==> config.mk <==
export PLATFORM = sky130hd
export DESIGN_NAME = cam_window_packer
export DESIGN_NICKNAME = d
export VERILOG_FILES = /design/src/rtl/cwp_pkg.sv /design/src/rtl/cwp_sync_track.sv /design/src/rtl/cwp_packer.sv /design/src/rtl/cwp_status.sv /design/src/rtl/cam_window_packer.sv
export SDC_FILE = /design/constraint.sdc
export NUM_CORES = 1
export LEC_CHECK = 0
export ABC_AREA = 1
export BUFFER_PORTS_ARGS = -buffer_cell sky130_fd_sc_hd__clkbuf_2
export CORE_MARGIN = 2
export CORE_UTILIZATION = 59
export CTS_CLUSTER_SIZE = 20
export DETAILED_ROUTE_END_ITERATION = 10
export PLACE_DENSITY = 0.84
export SLEW_MARGIN = 5
export SYNTH_ARGS = -nofsm -noshare
export SYNTH_HDL_FRONTEND = slang
export SYNTH_SLANG_ARGS = --single-unit
==> constraint.sdc <==
create_clock -name clk -period 3.5 [get_ports clk]
set_clock_uncertainty 0.15 [all_clocks]
set_input_delay 0.7 -clock clk [delete_from_list [all_inputs] [get_ports clk]]
set_output_delay 0.7 -clock clk [all_outputs]
set_load 0.005 [all_outputs]
==> src/rtl/cwp_pkg.sv <==
package cwp_pkg;
  localparam int CNT_W     = 12;
  localparam int NUM_FLAGS = 4;
  localparam int FLG_FE    = 0;
  localparam int FLG_OVR   = 1;
  localparam int FLG_VERR  = 2;
  localparam int FLG_HERR  = 3;

  typedef logic [CNT_W-1:0] cnt_t;
  typedef logic [CNT_W:0]   ext_t;

  // end of a span, one bit wider so that start+size never wraps
  function automatic ext_t span_end(input cnt_t start, input cnt_t size);
    return {1'b0, start} + {1'b0, size};
  endfunction

  function automatic logic in_span(input ext_t idx, input cnt_t start, input cnt_t size);
    return (idx >= {1'b0, start}) && (idx < span_end(start, size));
  endfunction

  function automatic logic falls_short(input ext_t seen, input cnt_t start, input cnt_t size);
    return seen < span_end(start, size);
  endfunction
endpackage

==> src/rtl/cwp_sync_track.sv <==
module cwp_sync_track
  import cwp_pkg::*;
(
  input  logic clk,
  input  logic rst_n,
  input  logic soft_rst,
  input  logic run_en,
  input  logic hsync_in,
  input  logic vsync_in,
  input  logic hsync_low,
  input  logic vsync_low,
  input  cnt_t line_first,
  input  cnt_t line_total,
  input  cnt_t byte_first,
  input  cnt_t byte_total,
  output logic take,
  output logic line_open,
  output logic busy,
  output logic fe_evt,
  output logic herr_evt,
  output logic verr_evt
);
  localparam ext_t EXT_MAX = '1;

  logic hs_act, vs_act, hs_q, vs_q;
  logic vs_rise, vs_fall, hs_fall, sample;
  logic line_in_win;
  ext_t line_cnt, byte_cnt, byte_idx;

  assign hs_act  = hsync_in ^ hsync_low;
  assign vs_act  = vsync_in ^ vsync_low;
  assign vs_rise = vs_act & ~vs_q;
  assign vs_fall = ~vs_act & vs_q;
  assign line_open = hs_act & ~hs_q & vs_act;
  assign hs_fall = ~hs_act & hs_q & vs_act;
  assign sample  = hs_act & vs_act;
  assign byte_idx = line_open ? '0 : byte_cnt;

  assign line_in_win = in_span(line_cnt, line_first, line_total);
  assign take = busy & run_en & sample & line_in_win &
                in_span(byte_idx, byte_first, byte_total);

  assign fe_evt   = busy & hs_fall & (line_total != '0) &
                    (line_cnt == span_end(line_first, line_total) - ext_t'(1));
  assign herr_evt = busy & hs_fall & line_in_win &
                    falls_short(byte_cnt, byte_first, byte_total);
  assign verr_evt = busy & vs_fall & falls_short(line_cnt, line_first, line_total);

  always_ff @(posedge clk or negedge rst_n) begin
    if (!rst_n) begin
      hs_q <= 1'b0; vs_q <= 1'b0; busy <= 1'b0;
      line_cnt <= '0; byte_cnt <= '0;
    end else if (soft_rst) begin
      hs_q <= 1'b0; vs_q <= 1'b0; busy <= 1'b0;
      line_cnt <= '0; byte_cnt <= '0;
    end else begin
      hs_q <= hs_act;
      vs_q <= vs_act;
      if (!run_en)      busy <= 1'b0;
      else if (vs_rise) busy <= 1'b1;
      else if (vs_fall) busy <= 1'b0;
      if (vs_rise)                             line_cnt <= '0;
      else if (hs_fall && line_cnt != EXT_MAX) line_cnt <= line_cnt + ext_t'(1);
      if (sample)
        byte_cnt <= (byte_idx == EXT_MAX) ? byte_idx : byte_idx + ext_t'(1);
    end
  end

  // busy only drops after a frame end, a stop or a soft reset
  assert_busy_drop_cause_R4: assert property (@(posedge clk) disable iff (!rst_n)
    $fell(busy) |-> $past(!run_en || vs_fall || soft_rst));
endmodule

==> src/rtl/cwp_packer.sv <==
module cwp_packer #(
  parameter int DATA_W = 8,
  parameter int LANES  = 4
) (
  input  logic                    clk,
  input  logic                    rst_n,
  input  logic                    soft_rst,
  input  logic                    big_endian,
  input  logic                    line_open,
  input  logic                    take,
  input  logic [DATA_W-1:0]       pix,
  input  logic                    fifo_full,
  output logic                    fifo_wr,
  output logic [DATA_W*LANES-1:0] fifo_wdata,
  output logic                    ovr_evt
);
  localparam int LANE_W = (LANES > 1) ? $clog2(LANES) : 1;
  localparam int WORD_W = DATA_W * LANES;
  typedef logic [LANE_W-1:0] lane_t;
  localparam lane_t LAST = lane_t'(LANES - 1);

  lane_t lane_q, order, slot;
  logic  last;
  logic [WORD_W-1:0] word_q, word_next;

  assign order = line_open ? '0 : lane_q;
  assign slot  = big_endian ? (LAST - order) : order;
  assign last  = take && (order == LAST);
  assign ovr_evt = last & fifo_full;

  for (genvar g = 0; g < LANES; g++) begin : g_lane
    assign word_next[g*DATA_W +: DATA_W] =
      (take && slot == lane_t'(g)) ? pix : word_q[g*DATA_W +: DATA_W];
  end

  always_ff @(posedge clk or negedge rst_n) begin
    if (!rst_n) begin
      lane_q <= '0; word_q <= '0; fifo_wr <= 1'b0; fifo_wdata <= '0;
    end else if (soft_rst) begin
      lane_q <= '0; word_q <= '0; fifo_wr <= 1'b0; fifo_wdata <= '0;
    end else begin
      if (take)           lane_q <= last ? '0 : order + lane_t'(1);
      else if (line_open) lane_q <= '0;
      word_q  <= word_next;
      fifo_wr <= last & ~fifo_full;
      if (last) fifo_wdata <= word_next;
    end
  end

  // a word reaches the FIFO only after a captured byte and only with room
  assert_store_needs_room_R8: assert property (@(posedge clk) disable iff (!rst_n)
    fifo_wr |-> ($past(take) && !$past(fifo_full)));
  assert_single_strobe_R12: assert property (@(posedge clk) disable iff (!rst_n)
    fifo_wr |=> !fifo_wr || $past(take));
endmodule

==> src/rtl/cwp_status.sv <==
module cwp_status #(
  parameter int NF = 4
) (
  input  logic          clk,
  input  logic          rst_n,
  input  logic          soft_rst,
  input  logic [NF-1:0] set_evt,
  input  logic          flag_wr,
  input  logic [NF-1:0] flag_wdata,
  input  logic [NF-1:0] irq_en,
  output logic [NF-1:0] flags,
  output logic [NF-1:0] irq
);
  for (genvar g = 0; g < NF; g++) begin : g_flag
    always_ff @(posedge clk or negedge rst_n) begin
      if (!rst_n)                          flags[g] <= 1'b0;
      else if (soft_rst)                   flags[g] <= 1'b0;
      else if (set_evt[g])                 flags[g] <= 1'b1;
      else if (flag_wr && !flag_wdata[g])  flags[g] <= 1'b0;
    end
  end

  assign irq = flags & irq_en;

  // without a write or soft reset no flag ever drops
  assert_flags_hold_R9: assert property (@(posedge clk) disable iff (!rst_n)
    (!flag_wr && !soft_rst) |=> (($past(flags) & ~flags) == '0));
  assert_soft_clear_R11: assert property (@(posedge clk) disable iff (!rst_n)
    soft_rst |=> (flags == '0));
endmodule

==> src/rtl/cam_window_packer.sv <==
module cam_window_packer
  import cwp_pkg::*;
#(
  parameter int DATA_W = 8,
  parameter int LANES  = 4
) (
  input  logic                    clk,
  input  logic                    rst_n,
  input  logic [DATA_W-1:0]       pix_data,
  input  logic                    hsync_in,
  input  logic                    vsync_in,
  input  logic                    run_en,
  input  logic                    hsync_low,
  input  logic                    vsync_low,
  input  logic                    big_endian,
  input  logic [CNT_W-1:0]        line_first,
  input  logic [CNT_W-1:0]        line_total,
  input  logic [CNT_W-1:0]        byte_first,
  input  logic [CNT_W-1:0]        byte_total,
  input  logic                    soft_rst,
  input  logic                    flag_wr,
  input  logic [NUM_FLAGS-1:0]    flag_wdata,
  input  logic [NUM_FLAGS-1:0]    irq_en,
  input  logic                    fifo_full,
  output logic                    fifo_wr,
  output logic [DATA_W*LANES-1:0] fifo_wdata,
  output logic                    busy,
  output logic [NUM_FLAGS-1:0]    flags,
  output logic [NUM_FLAGS-1:0]    irq
);
  logic take, line_open, fe_evt, herr_evt, verr_evt, ovr_evt;
  logic [NUM_FLAGS-1:0] set_evt;

  cwp_sync_track u_track (
    .clk, .rst_n, .soft_rst, .run_en, .hsync_in, .vsync_in,
    .hsync_low, .vsync_low, .line_first, .line_total, .byte_first, .byte_total,
    .take, .line_open, .busy, .fe_evt, .herr_evt, .verr_evt
  );

  cwp_packer #(.DATA_W(DATA_W), .LANES(LANES)) u_pack (
    .clk, .rst_n, .soft_rst, .big_endian, .line_open, .take,
    .pix(pix_data), .fifo_full, .fifo_wr, .fifo_wdata, .ovr_evt
  );

  always_comb begin
    set_evt           = '0;
    set_evt[FLG_FE]   = fe_evt;
    set_evt[FLG_OVR]  = ovr_evt;
    set_evt[FLG_VERR] = verr_evt;
    set_evt[FLG_HERR] = herr_evt;
  end

  cwp_status #(.NF(NUM_FLAGS)) u_stat (
    .clk, .rst_n, .soft_rst, .set_evt, .flag_wr, .flag_wdata, .irq_en, .flags, .irq
  );

  assert_frame_end_flag_R5: assert property (@(posedge clk) disable iff (!rst_n)
    (fe_evt && !soft_rst) |=> flags[FLG_FE]);
  assert_horizontal_flag_R6: assert property (@(posedge clk) disable iff (!rst_n)
    (herr_evt && !soft_rst) |=> flags[FLG_HERR]);
  assert_vertical_flag_R7: assert property (@(posedge clk) disable iff (!rst_n)
    (verr_evt && !soft_rst) |=> flags[FLG_VERR]);
  assert_idle_no_store_R4: assert property (@(posedge clk) disable iff (!rst_n)
    fifo_wr |-> $past(busy));
endmodule

* After elaboration in Yosys (flattened, before gate mapping)
Cells that the tools add are included.
** Storage, ports and cells
- Bits in registers :: 100
- Bits of input ports :: 75
** Operators by class
- $add $sub $neg :: 7
- $lt $le $gt $ge :: 5
- Equality and inequality tests :: 8
- Multiplexer cells :: 38
- Bitwise logic cells :: 28
- Reduce and logical (&&, ||, !) cells :: 25
** Operator list (count)
- 32-bit two-way mux :: 3
- 13-bit two-way mux :: 7
- 13-bit < comparator :: 3
- 8-bit two-way mux :: 4
- 12-bit by 12-bit adder with 13-bit output :: 2
- 13-bit by 1-bit adder with 13-bit output, second input constant :: 2
- 13-bit by 12-bit greater-or-equal comparator with 1-bit output :: 2
- 1-bit AND :: 20
- 1-bit two-way mux :: 19
- 3-bit nonzero test :: 5
- 13-bit equality test :: 1
- 13-bit equality test, second input constant :: 1
- 13-bit != test, second input constant :: 1
- 13-bit by 1-bit subtractor with 13-bit output, second input constant :: 1
- 1-bit logical AND :: 12
- 12-bit nonzero test :: 1
- 2-bit two-way mux :: 5
- 2-bit equality test, second input constant :: 3
- 1-bit NOT :: 5
- 4-bit AND :: 1
- 1-bit logical NOT :: 4
- 4-bit by 1-bit != test with 1-bit output, second input constant :: 1
- 2-bit nonzero test :: 2
- 2-bit by 1-bit adder with 2-bit output, second input constant :: 1
- other kinds (4) :: 5

* Depth between registers and ports, before layout
Gate-level depths: netlist of run 1.
- Depth in word-level cells :: 11
- Mapped depth :: 29
- Gate-level depth less buffers :: 29

* By module
A second synthesis of run 1 with hierarchy kept.
** Unflattened totals
- Cell total of the unflattened synthesis :: 1148
- Area total of the unflattened synthesis :: 8200.4 sq um
** By module, submodules not included
- cwp_sync_track :: times used 1, cells an instance 764, area an instance 4964.8 sq um, seq. area each 725.7 sq um
- cwp_packer :: times used 1, cells an instance 347, area an instance 3006.6 sq um, seq. area each 1676.6 sq um
- cwp_status :: times used 1, cells an instance 37, area an instance 229.0 sq um, seq. area each 100.1 sq um

* Least setup slack after synthesis of run 1
Ideal clock, no wire load.
- Path kind :: input to register
- Start point :: input port byte_first[0]
- End point :: register u_pack.fifo_wdata[22]
- Arrival :: 4073 ps
- Setup slack :: -789 ps
- Cell stages on the path :: 29
- Buffers on the path :: 1
- Cells stage by stage :: ha_1 > fa_1 > nand3_1 > and2_1 > nor2_1 > o21ai_0 > nand2_1 > a21oi_1 > o21ai_0 > nand2_1 > nand2_1 > nand2_1 > nand2_1 > nand2_1 > nand2_1 > a21oi_1 > ha_1 > nand2_1 > inv_1 > a221oi_1 > o211ai_1 > a21oi_1 > nand2_2 > nor2_8 > nand2_4 > nand2_4 > buf_6 > nand3_1 > nand2_1
** On the way
- Cells in the longest elaborated chain, start to end :: 8
- Elaborated cells between the ends (all ways) :: 11
- Those cells by class :: add/sub (1); order compare (2); mux (3); bitwise (1); reduce/logical (4)
** RTL lines
- start: declaration :: RTL line cam_window_packer.sv:18 : input logic [CNT_W-1:0] byte_first,
- 12-bit by 12-bit adder with 13-bit output :: RTL line cwp_pkg.sv:14 : return {1'b0, start} + {1'b0, size};
- 13-bit < comparator :: RTL line cwp_pkg.sv:18 : return (idx >= {1'b0, start}) && (idx < span_end(start, size));
- 1-bit logical AND (*) :: RTL line cwp_pkg.sv:18
- 1-bit AND (*) :: RTL line cwp_sync_track.sv:40 : assign take = busy & run_en & sample & line_in_win &
- 1-bit logical AND :: RTL line cwp_packer.sv:33 : (take && slot == lane_t'(g)) ? pix : word_q[g*DATA_W +: DATA_W];
- 8-bit two-way mux :: RTL line cwp_packer.sv:33
- 32-bit two-way mux :: RTL line cwp_packer.sv:46 : if (last) fifo_wdata <= word_next;
- 32-bit two-way mux :: RTL line cwp_packer.sv:39 : end else if (soft_rst) begin
- end signal: assignment :: RTL line cwp_packer.sv:46
- end: declaration :: RTL line cwp_packer.sv:14 : output logic [DATA_W*LANES-1:0] fifo_wdata,
Mark *: on every way between the ends. The rest lies on a longest branch, timed or not. The select of a mux whose other input is x is not followed.
A chain may end at the register's enable or synchronous reset.

* Worst setup path in the final report of run 1
- Start point :: input port byte_first[1]
- End point :: register u_pack.fifo_wdata[26]
Same word-level chain as after synthesis.

==> metrics.yaml, run 1 <==
gp_congestion: 0.9436
worst_pin_slew_ns: 0.8888
final_cell_mix: "241 x nand2_1, 138 x buf_4, 135 x inv_1"
grt_max_degree: 58
drt_pass1_iterations: 7
swShare_pct: 32.94
die_area_um2: 14530
setup_ws_ns: -0.9507
arrival_ns: 4.56
rsz0062_at_grt: "yes"
htree_levels: 3
p_comb_share_pct: 29.1
track_usage_pct: 36.17
async_reset_ff_share_pct: 100.0
yosysSeqAreaShare_pct: 31.23
final_common_cell: "nand2_1"
p_sw_mw: 1.042
p_clk_share_pct: 34.1
clk_pin_slew_ns: 0.08
final_util_pct: 82.86
fin_crit_ns: 4.451
path_max_fanout: 6
wl_per_cell_um: 18.53
drt-total-wl_mm: 28.66
yosysWarningCount: 0
clock_latency_ns: 0.37
internal-power_mw: 2.122
finalSetupViolCount: 69
hold_buffers: 0
maxSlewHeadroom_pct: 40.68
synth_area_um2: 8013
setup.worst_path.start_class: "primary input"
crit_required_ns: 3.60
fmax_ghz: 0.2247
area_delta_synth_final_pct: 36.95
drc_errors: 0
grt_pass1_wl_mm: 42.09
synthMuxAreaShare_pct: 0
port_buffers: 116
die_x_um: 120.5
yosysUniqueCellTypes: 48
start_util_pct: 60.51
clock_sinks: 100
setup_tns_ns: -57.12
period_share_pct: 127.2
via_count: 9528
row_count: 42
violations: "setup timing"
synth-edff-count: 0
ys_seq_elements: 100
synth_flop_cell: "dfrtp_1"
die_y_um: 120.5
final_layout_size_suffix_gt1_share_pct: 31.73
cts_tree: "yes"
clockBufferDepth: 2
synthSimpleGateAreaFrac_pct: 32.64
power_density_nw_per_um2: 288.4
antenna_found_initial: 3
synth_fa_ha_area_share_pct: 13.93
antenna_cells: 0
finalMaxSlewViolations: 0
io_pins: 117
peakVddDrop_mv: 0.2570
crit_type: "in -> reg"
synth_nets: 1271
status: "finished with violations"
hold_path_class: "in -> async"
ant_nets: 0
core_um2: 13240
hpwl_mm: 17.19
sequentialPowerShare_pct: 36.8
synth_compound_area_share_pct: 10.01
synth_top_family_by_area: "simple AND/OR/NAND/NOR gates"
cts_buffers: 9
leakage_nw: 5.864
grt_pass1_vias: 9066
hold_viol_final: 0
synth.avg_cell_area_um2: 7.232
synth_xor_area_share_pct: 3.654
maxCapViolCount: 0
root_buffer: "clkbuf_16"
grt-ovfl-total: 0
synth_cells: 1108
r2r_slack_ns: 0.22
end_kind: "flip-flop"
drt_iter0_drc: 1173
via_per_inst: 6.159
nNetsFinal: 1529
## path summary, 6_finish.rpt
check	cells past startpoint	end	from
max reg2reg	18	u_pack.fifo_wdata[26]	u_track.hs_q
min	1	u_pack.fifo_wdata[7]	rst_n
min in group clk	2	u_pack.fifo_wdata[22]	u_pack.fifo_wdata[22]
max	28	u_pack.fifo_wdata[26]	byte_first[1]
max in group asynchronous	2	u_track.line_cnt[2]	rst_n
min reg2reg	2	u_pack.fifo_wdata[22]	u_pack.fifo_wdata[22]
## synthesized netlist by cell type (4+ instances only)
cell type | number | area, µm²
nand2_2 | 5 | 31.28
ha_1 | 86 | 1076
xor2_1 | 18 | 157.7
nor2_2 | 6 | 37.54
buf_6 | 6 | 67.56
o21ai_0 | 33 | 165.2
a21oi_1 | 87 | 435.4
nor3_1 | 20 | 100.1
inv_1 | 136 | 510.5
buf_2 | 7 | 35.03
nand4_1 | 26 | 162.7
clkbuf_1 | 8 | 30.03
xnor2_1 | 8 | 70.07
o211ai_1 | 7 | 52.55
nor2_1 | 71 | 266.5
nand2_1 | 275 | 1032
inv_2 | 9 | 33.78
nand3_1 | 147 | 735.7
o21ai_1 | 4 | 20.02
dfrtp_1 | 100 | 2502
## area by class of cell
type / instances / area (µm²)
clock buffer: 9 / 225.2
clock inverter: 7 / 81.33
fill: 763 / 2270
inverter: 146 / 553.0
multi-input combinational: 840 / 5479
sequential: 100 / 2502
tap: 176 / 220.2
timing repair buffer: 269 / 1912
## power groups by stage
stage | combinational (mW) | sequential, mW | clock (mW)
finish | 0.922 | 1.16 | 1.08
global route | 1.01 | 1.16 | 1.12
CTS | 0.847 | 1.16 | 1.05
detailed placement | 0.813 | 1.19 | 0
global placement | 0.790 | 1.19 | 0
floorplan | 0.442 | 1.19 | 0
## metrics by stage
step | area [µm²] | std cells | setup WS (ns) | power [mW] | hold WS, ns
floorplan | 8142 | 1108 | -0.6237 | 1.627 | 0.2544
global placement | 9882 | 1511 | -1.046 | 1.976 | 0.3441
detailed placement | 9882 | 1511 | -1.274 | 1.999 | 0.3464
CTS | 10650 | 1540 | -0.8051 | 3.059 | 0.1989
global route | 10970 | 1547 | -1.177 | 3.294 | 0.2232
finish | 10970 | 1547 | -0.9507 | 3.164 | 0.1874
## timing repair
action | CTS | global route
pin swaps | 36 | 50
gates resized for setup | 64 | 69
setup endpoints to repair | 69 | 70
gates cloned | 3 | 1
buffers inserted | 10 | 11
## flip-flops by register name, summed over array words and instances, names as in the netlist
register,cells
u_track.hs_q,1
u_track.byte_cnt,13
u_track.line_cnt,13
u_track.busy,1
u_track.vs_q,1
u_stat.flags,4
u_pack.fifo_wdata,32
u_pack.lane_q,2
u_pack.word_q,32
u_pack.fifo_wr,1
## metal layers
metal,vias to the layer above,wire [µm],GRT usage [%]
li1,4234,-,-
met1,4311,10170,42.02
met2,703,13240,61.90
met3,278,2818,7.642
met4,2,2425,20.35
met5,-,13,0
## logic make-up (layout without fill, tap and decap cells)
kind of cell	Yosys count	count (layout)
XOR/XNOR	30	30
adder cells (fa/ha/maj)	88	88
buffers and inverters	168	431
AND/OR/NAND/NOR	574	574
AO/OA/AOI/OAI	148	148
flip-flops	100	100
## worst max-delay path, cell delays in order
cell and delay (ns):
clkbuf_2 0.11, buf_4 0.14, ha_1 0.28, nand3_1 0.07
nand2_1 0.08, nand2_1 0.09, o211ai_1 0.13, nand2_1 0.09
nand2_1 0.06, a21oi_1 0.17, inv_1 0.09, a21oi_1 0.18
o21ai_0 0.13, xnor2_1 0.25, ha_1 0.29, nand2_2 0.07
inv_2 0.04, a221oi_2 0.21, o211ai_1 0.15, a21oi_1 0.19
nand2_2 0.19, clkinv_4 0.16, nand4_4 0.15, buf_12 0.20
nand2_2 0.09, nand2_1 0.07, nand3_1 0.09, nand2_1 0.08
No activity file was read; power rests on OpenSTA's default activity.
==> inputs of run 2 (changes only) <==
--- a/config.mk
+++ b/config.mk
@@ -7,8 +7,10 @@
 export LEC_CHECK = 0
 export ABC_AREA = 1
 export BUFFER_PORTS_ARGS = -buffer_cell sky130_fd_sc_hd__clkbuf_2
+export CORE_ASPECT_RATIO = 1.75
 export CORE_MARGIN = 2
 export CORE_UTILIZATION = 59
+export CTS_CLUSTER_DIAMETER = 40
 export CTS_CLUSTER_SIZE = 20
 export DETAILED_ROUTE_END_ITERATION = 10
 export PLACE_DENSITY = 0.84
==> run 2 against run 1 <==
  * The flow still finishes with violations (setup timing)
  * Fmax is 3.8% higher
  * Wire length is 1.8% higher
  * Register-to-register slack better by 0.10 ns
  * Critical endpoint is now u_pack.fifo_wdata[8]
  * Largest power group unchanged
  * Worst hold slack better by 0.069 ns
  * Worst setup slack better by 0.16 ns
  * Total power is 1.9% higher
  * Clock power hardly changed
  * Final area is 0.27% higher
  * Via count is 2.0% lower
  * First-iteration DRC count is 29% lower
  * Non-clock buffer count is 4 higher
  * Largest cell class unchanged
==> metrics.yaml, run 2 (synthesized netlist as in run 1, its figures left out) <==
die_x_um: 92.10
wl_per_cell_um: 18.85
rsz0062_at_grt: "yes"
io_pins: 117
finalMaxSlewViolations: 0
final_layout_size_suffix_gt1_share_pct: 33.09
p_clk_share_pct: 32.8
fin_area_um2: 11000
core_um2: 13310
maxCapViolCount: 0
nNetsFinal: 1533
reg_top3: "u_pack.fifo_wdata (32), u_pack.word_q (32)"
swShare_pct: 34.56
ant_nets: 0
place_ws_ns: -1.116
cts_tree: "yes"
cts_buffers: 9
grt_pass1_vias: 9185
final_cell_mix: "241 x nand2_1, 144 x buf_4, 134 x inv_1"
final_util_pct: 82.65
grt-ovfl-total: 0
setup_ws_ns: -0.7864
clk_pin_slew_ns: 0.09
die_y_um: 158.2
gp_congestion: 0.9349
clock_sinks: 100
p_sw_mw: 1.114
finalSetupViolCount: 69
place_inst: 1516
root_buffer: "clkbuf_16"
grt_pass1_wl_mm: 42.58
via_per_inst: 6.030
hold_viol_final: 0
drt-total-wl_mm: 29.19
drc_errors: 0
worst_pin_slew_ns: 0.7879
status: "finished with violations"
p_comb_share_pct: 31.1
end_kind: "flip-flop"
via_count: 9340
htree_levels: 3
nFillCells: 807
final_common_cell: "nand2_1"
crit_type: "in -> reg"
path_max_fanout: 8
violations: "setup timing"
setup_tns_ns: -45.60
instances_no_fill: 1549
antenna_cells: 0
place_area_um2: 9932
drt_iter0_drc: 831
sequentialPowerShare_pct: 36.1
leakage_nw: 5.926
fin_crit_ns: 4.286
hpwl_mm: 19.26
period_share_pct: 122.5
area_delta_synth_final_pct: 37.32
fmax_ghz: 0.2333
arrival_ns: 4.44
die_area_um2: 14570
track_usage_pct: 36.81
start_util_pct: 60.19
drt_pass1_iterations: 6
row_count: 56
power_density_nw_per_um2: 293.1
clock_latency_ns: 0.35
maxSlewHeadroom_pct: 47.47
port_buffers: 116
hold_path_class: "in -> async"
clockBufferDepth: 2
crit_required_ns: 3.65
grt_max_degree: 59
hold_ws_ns: 0.2567
reg2reg_depth: 17
setup.worst_path.start_class: "primary input"
internal-power_mw: 2.110
peakVddDrop_mv: 0.2635
power_mw: 3.225
antenna_found_initial: 0
run 2: cell types whose count changed in the layout (fill, tap and decap cells not counted), moves of 3 or more:
cell / previous run / this run
nand3_1: 109 / 105
buf_4: 138 / 144
clkinv_8: 0 / 4
clkinvlp_4: 3 / 0
nand3_2: 24 / 42
ha_1: 81 / 78
a21oi_2: 23 / 26
o21ai_0: 29 / 26
nand3_4: 16 / 2
a21oi_1: 64 / 61
run 2: what timing repair did:
action,in CTS,in global routing
buffers inserted,23,8
pin swaps,26,35
endpoints found under the setup margin,70,71
cloned,0,3
hold buffers,0,0
gates resized for setup,59,82
run 2: cell type report:
| class | instances | area, µm² | share of cell area, % |
|---|---|---|---|
| Clock buffer | 9 | 225.2 | 2.047 |
| Tap cell | 174 | 217.7 | 1.979 |
| Clock inverter | 7 | 93.84 | 0.8529 |
| Inverter | 146 | 553.0 | 5.026 |
| Sequential cell | 100 | 2502 | 22.74 |
| Timing Repair Buffer | 273 | 1937 | 17.60 |
| Multi-Input combinational cell | 840 | 5474 | 49.75 |
run 2: final timing paths:
kind / from / end / slack (ns)
min in group clk: u_pack.fifo_wdata[18] / u_pack.fifo_wdata[18] / 0.36
min reg2reg: u_pack.fifo_wdata[18] / u_pack.fifo_wdata[18] / 0.36
max reg2reg: u_track.hs_q / u_pack.fifo_wdata[8] / 0.32
max in group asynchronous: rst_n / u_pack.word_q[20] / 2.22
min: rst_n / u_pack.fifo_wdata[5] / 0.26
max: byte_first[0] / u_pack.fifo_wdata[8] / -0.79
run 2: critical path, cell delays in order:
cell	delay, ns
buf_8	0.10
ha_4	0.15
fa_2	0.35
nand3_2	0.06
and2_4	0.14
nor2_1	0.03
o21ai_1	0.11
nand2_1	0.09
buf_4	0.14
buf_4	0.12
buf_4	0.12
xnor2_1	0.24
ha_1	0.31
a21oi_1	0.15
o21ai_0	0.10
a21oi_1	0.19
o211ai_1	0.11
a21oi_1	0.18
nand2_2	0.19
nor2_8	0.20
nand2_4	0.12
nand2_8	0.14
clkbuf_16	0.18
nand3_1	0.10
nand2_1	0.11
run 2: layer usage:
metal,vias up,track usage [%],part of all wire [%]
met5,-,0,0
met4,0,26.94,9.1
met3,213,4.141,6.9
met2,580,69.29,52
met1,4321,36.78,32
li1,4226,-,-
run 2: power groups by stage:
stage | combinational [mW] | sequential (mW) | clock (mW)
final | 1.00 | 1.16 | 1.06
after global routing | 1.09 | 1.17 | 1.09
after CTS | 0.917 | 1.16 | 1.02
after detailed placement | 0.865 | 1.19 | 0
after global placement | 0.838 | 1.19 | 0
after floorplan | 0.442 | 1.19 | 0
==> inputs of run 3 (changes only) <==
--- a/config.mk
+++ b/config.mk
@@ -14,6 +14,7 @@
 export CTS_CLUSTER_SIZE = 20
 export DETAILED_ROUTE_END_ITERATION = 10
 export PLACE_DENSITY = 0.84
+export SKIP_CTS_REPAIR_TIMING = 1
 export SLEW_MARGIN = 5
 export SYNTH_ARGS = -nofsm -noshare
 export SYNTH_HDL_FRONTEND = slang
==> run 3 against run 2 <==
  * The flow still finishes with violations (setup timing)
  * Critical path depth up 6
  * Die area unchanged
  * Fmax down 5.6%
  * Final cell count about the same
  * Combinational power about the same
  * Clock power about the same
  * Sequential cell count unchanged
  * Total power down 1.6%
  * Count of clock-buffer cells in the layout unchanged
  * Wire length down 0.11%
==> metrics.yaml, run 3 (synthesized netlist as in run 1, its figures left out) <==
start_util_pct: 60.19
final_cell_mix: "255 x nand2_1, 143 x buf_4, 134 x inv_1"
fin_crit_ns: 4.542
fmax_ghz: 0.2202
peakVddDrop_mv: 0.2829
setup.worst_path.start_class: "primary input"
status: "finished with violations"
cts_tree: "yes"
r2r_slack_ns: 0.21
wl_per_cell_um: 18.84
io_pins: 117
crit_start: "byte_first[0]"
path_buf_inv: 4
p_comb_share_pct: 30.7
grt_max_degree: 59
row_count: 56
internal-power_mw: 2.093
setup_tns_ns: -52.67
grt-ovfl-total: 0
period_share_pct: 129.8
via_count: 9397
drt_iter0_drc: 969
clock_sinks: 100
maxCapViolCount: 0
antenna_cells: 0
clock_latency_ns: 0.36
nFillCells: 841
hold_viol_final: 0
cpMaxStageDelayCell: "fa_2"
multi_input_area_um2: 5401
worst_pin_slew_ns: 0.7821
leakage_nw: 5.912
die_x_um: 92.10
violations: "setup timing"
track_usage_pct: 34.54
slowest_delay_ns: 0.37
reg2reg_depth: 18
regArea_um2: 2502
crit_required_ns: 3.61
core_um2: 13310
grt_pass1_wl_mm: 39.94
hold_path_class: "in -> async"
ant_nets: 0
rr_startpoint: "u_track.hs_q"
hold_ws_ns: 0.2606
root_buffer: "clkbuf_16"
drc_errors: 0
cts_buffers: 9
nNetsFinal: 1532
grt_pass1_vias: 8718
p_sw_mw: 1.081
drt-total-wl_mm: 29.16
sequentialPowerShare_pct: 36.7
end_kind: "flip-flop"
rsz0062_at_grt: "yes"
gp_congestion: 0.9349
finalMaxSlewViolations: 0
drt_pass1_iterations: 6
p_clk_share_pct: 32.6
htree_levels: 3
port_buffers: 116
hpwl_mm: 19.26
maxSlewHeadroom_pct: 47.86
setup_ws_ns: -1.042
place_inst: 1516
crit_top_cell: "nand2_1"
place_ws_ns: -1.116
clk_pin_slew_ns: 0.08
reg_top3: "u_pack.fifo_wdata (32), u_pack.word_q (32)"
final_common_cell: "nand2_1"
power_density_nw_per_um2: 289.6
clockBufferDepth: 2
die_y_um: 158.2
crit_type: "in -> reg"
via_per_inst: 6.070
antenna_found_initial: 0
path_max_fanout: 8
critical-path-top-delay-family: "simple AND/OR/NAND/NOR gates"
arrival_ns: 4.65
final_layout_size_suffix_gt1_share_pct: 31.37
instances_no_fill: 1548
die_area_um2: 14570
finalSetupViolCount: 69
swShare_pct: 34.05
area_delta_synth_final_pct: 36.82
rr_endpoint: "u_pack.fifo_wdata[23]"
[run 3: area by class of cell]
cell class              instances  share of cell area [%]
well taps                     174                   1.986
clock buffers                   9                   2.054
clock inverters                 7                  0.8560
flip-flops and latches        100                   22.83
inverters                     146                   5.045
repair buffers                272                   17.96
multi-input cells             840                   49.27
[run 3: worst max-delay path by stage]
stage | endpoint | slack [ns] | cells after the start
detailed placement | u_pack.fifo_wdata[21] | -1.12 | 30
global placement | u_pack.fifo_wdata[18] | -0.99 | 30
global route | u_pack.fifo_wdata[23] | -1.36 | 31
CTS | u_pack.fifo_wdata[19] | -0.81 | 30
floorplan | u_pack.fifo_wdata[22] | -0.62 | 29
finish | u_pack.fifo_wdata[23] | -1.04 | 31
[run 3: layer usage]
metal  vias to the layer above  global-route usage [%]  routed length [µm]
met2                       603                   65.76               15270
met1                      4345                   34.67                8998
met3                       219                   3.903                2091
li1                       4230                       -                   -
met4                         0                   23.38                2798
met5                         -                       0                   0
[run 3: power groups by stage]
stage                     Sequential (mW)  Clock, mW  Combinational [mW]
after floorplan                      1.19          0               0.442
after global placement               1.19          0               0.838
after detailed placement             1.19          0               0.865
after CTS                            1.16       1.02               0.872
final                                1.16       1.04               0.975
after global routing                 1.16       1.07                1.06
[run 3: metrics by stage]
step / area [µm²] / utilization, % / power [mW]
4_1_cts: 10250 / 77.00 / 3.058
3_3_place_gp: 9932 / 74.61 / 2.024
5_1_grt: 10960 / 82.35 / 3.297
3_5_place_dp: 9932 / 74.61 / 2.052
2_1_floorplan: 8142 / - / 1.627
6_report: 10960 / 82.35 / 3.174
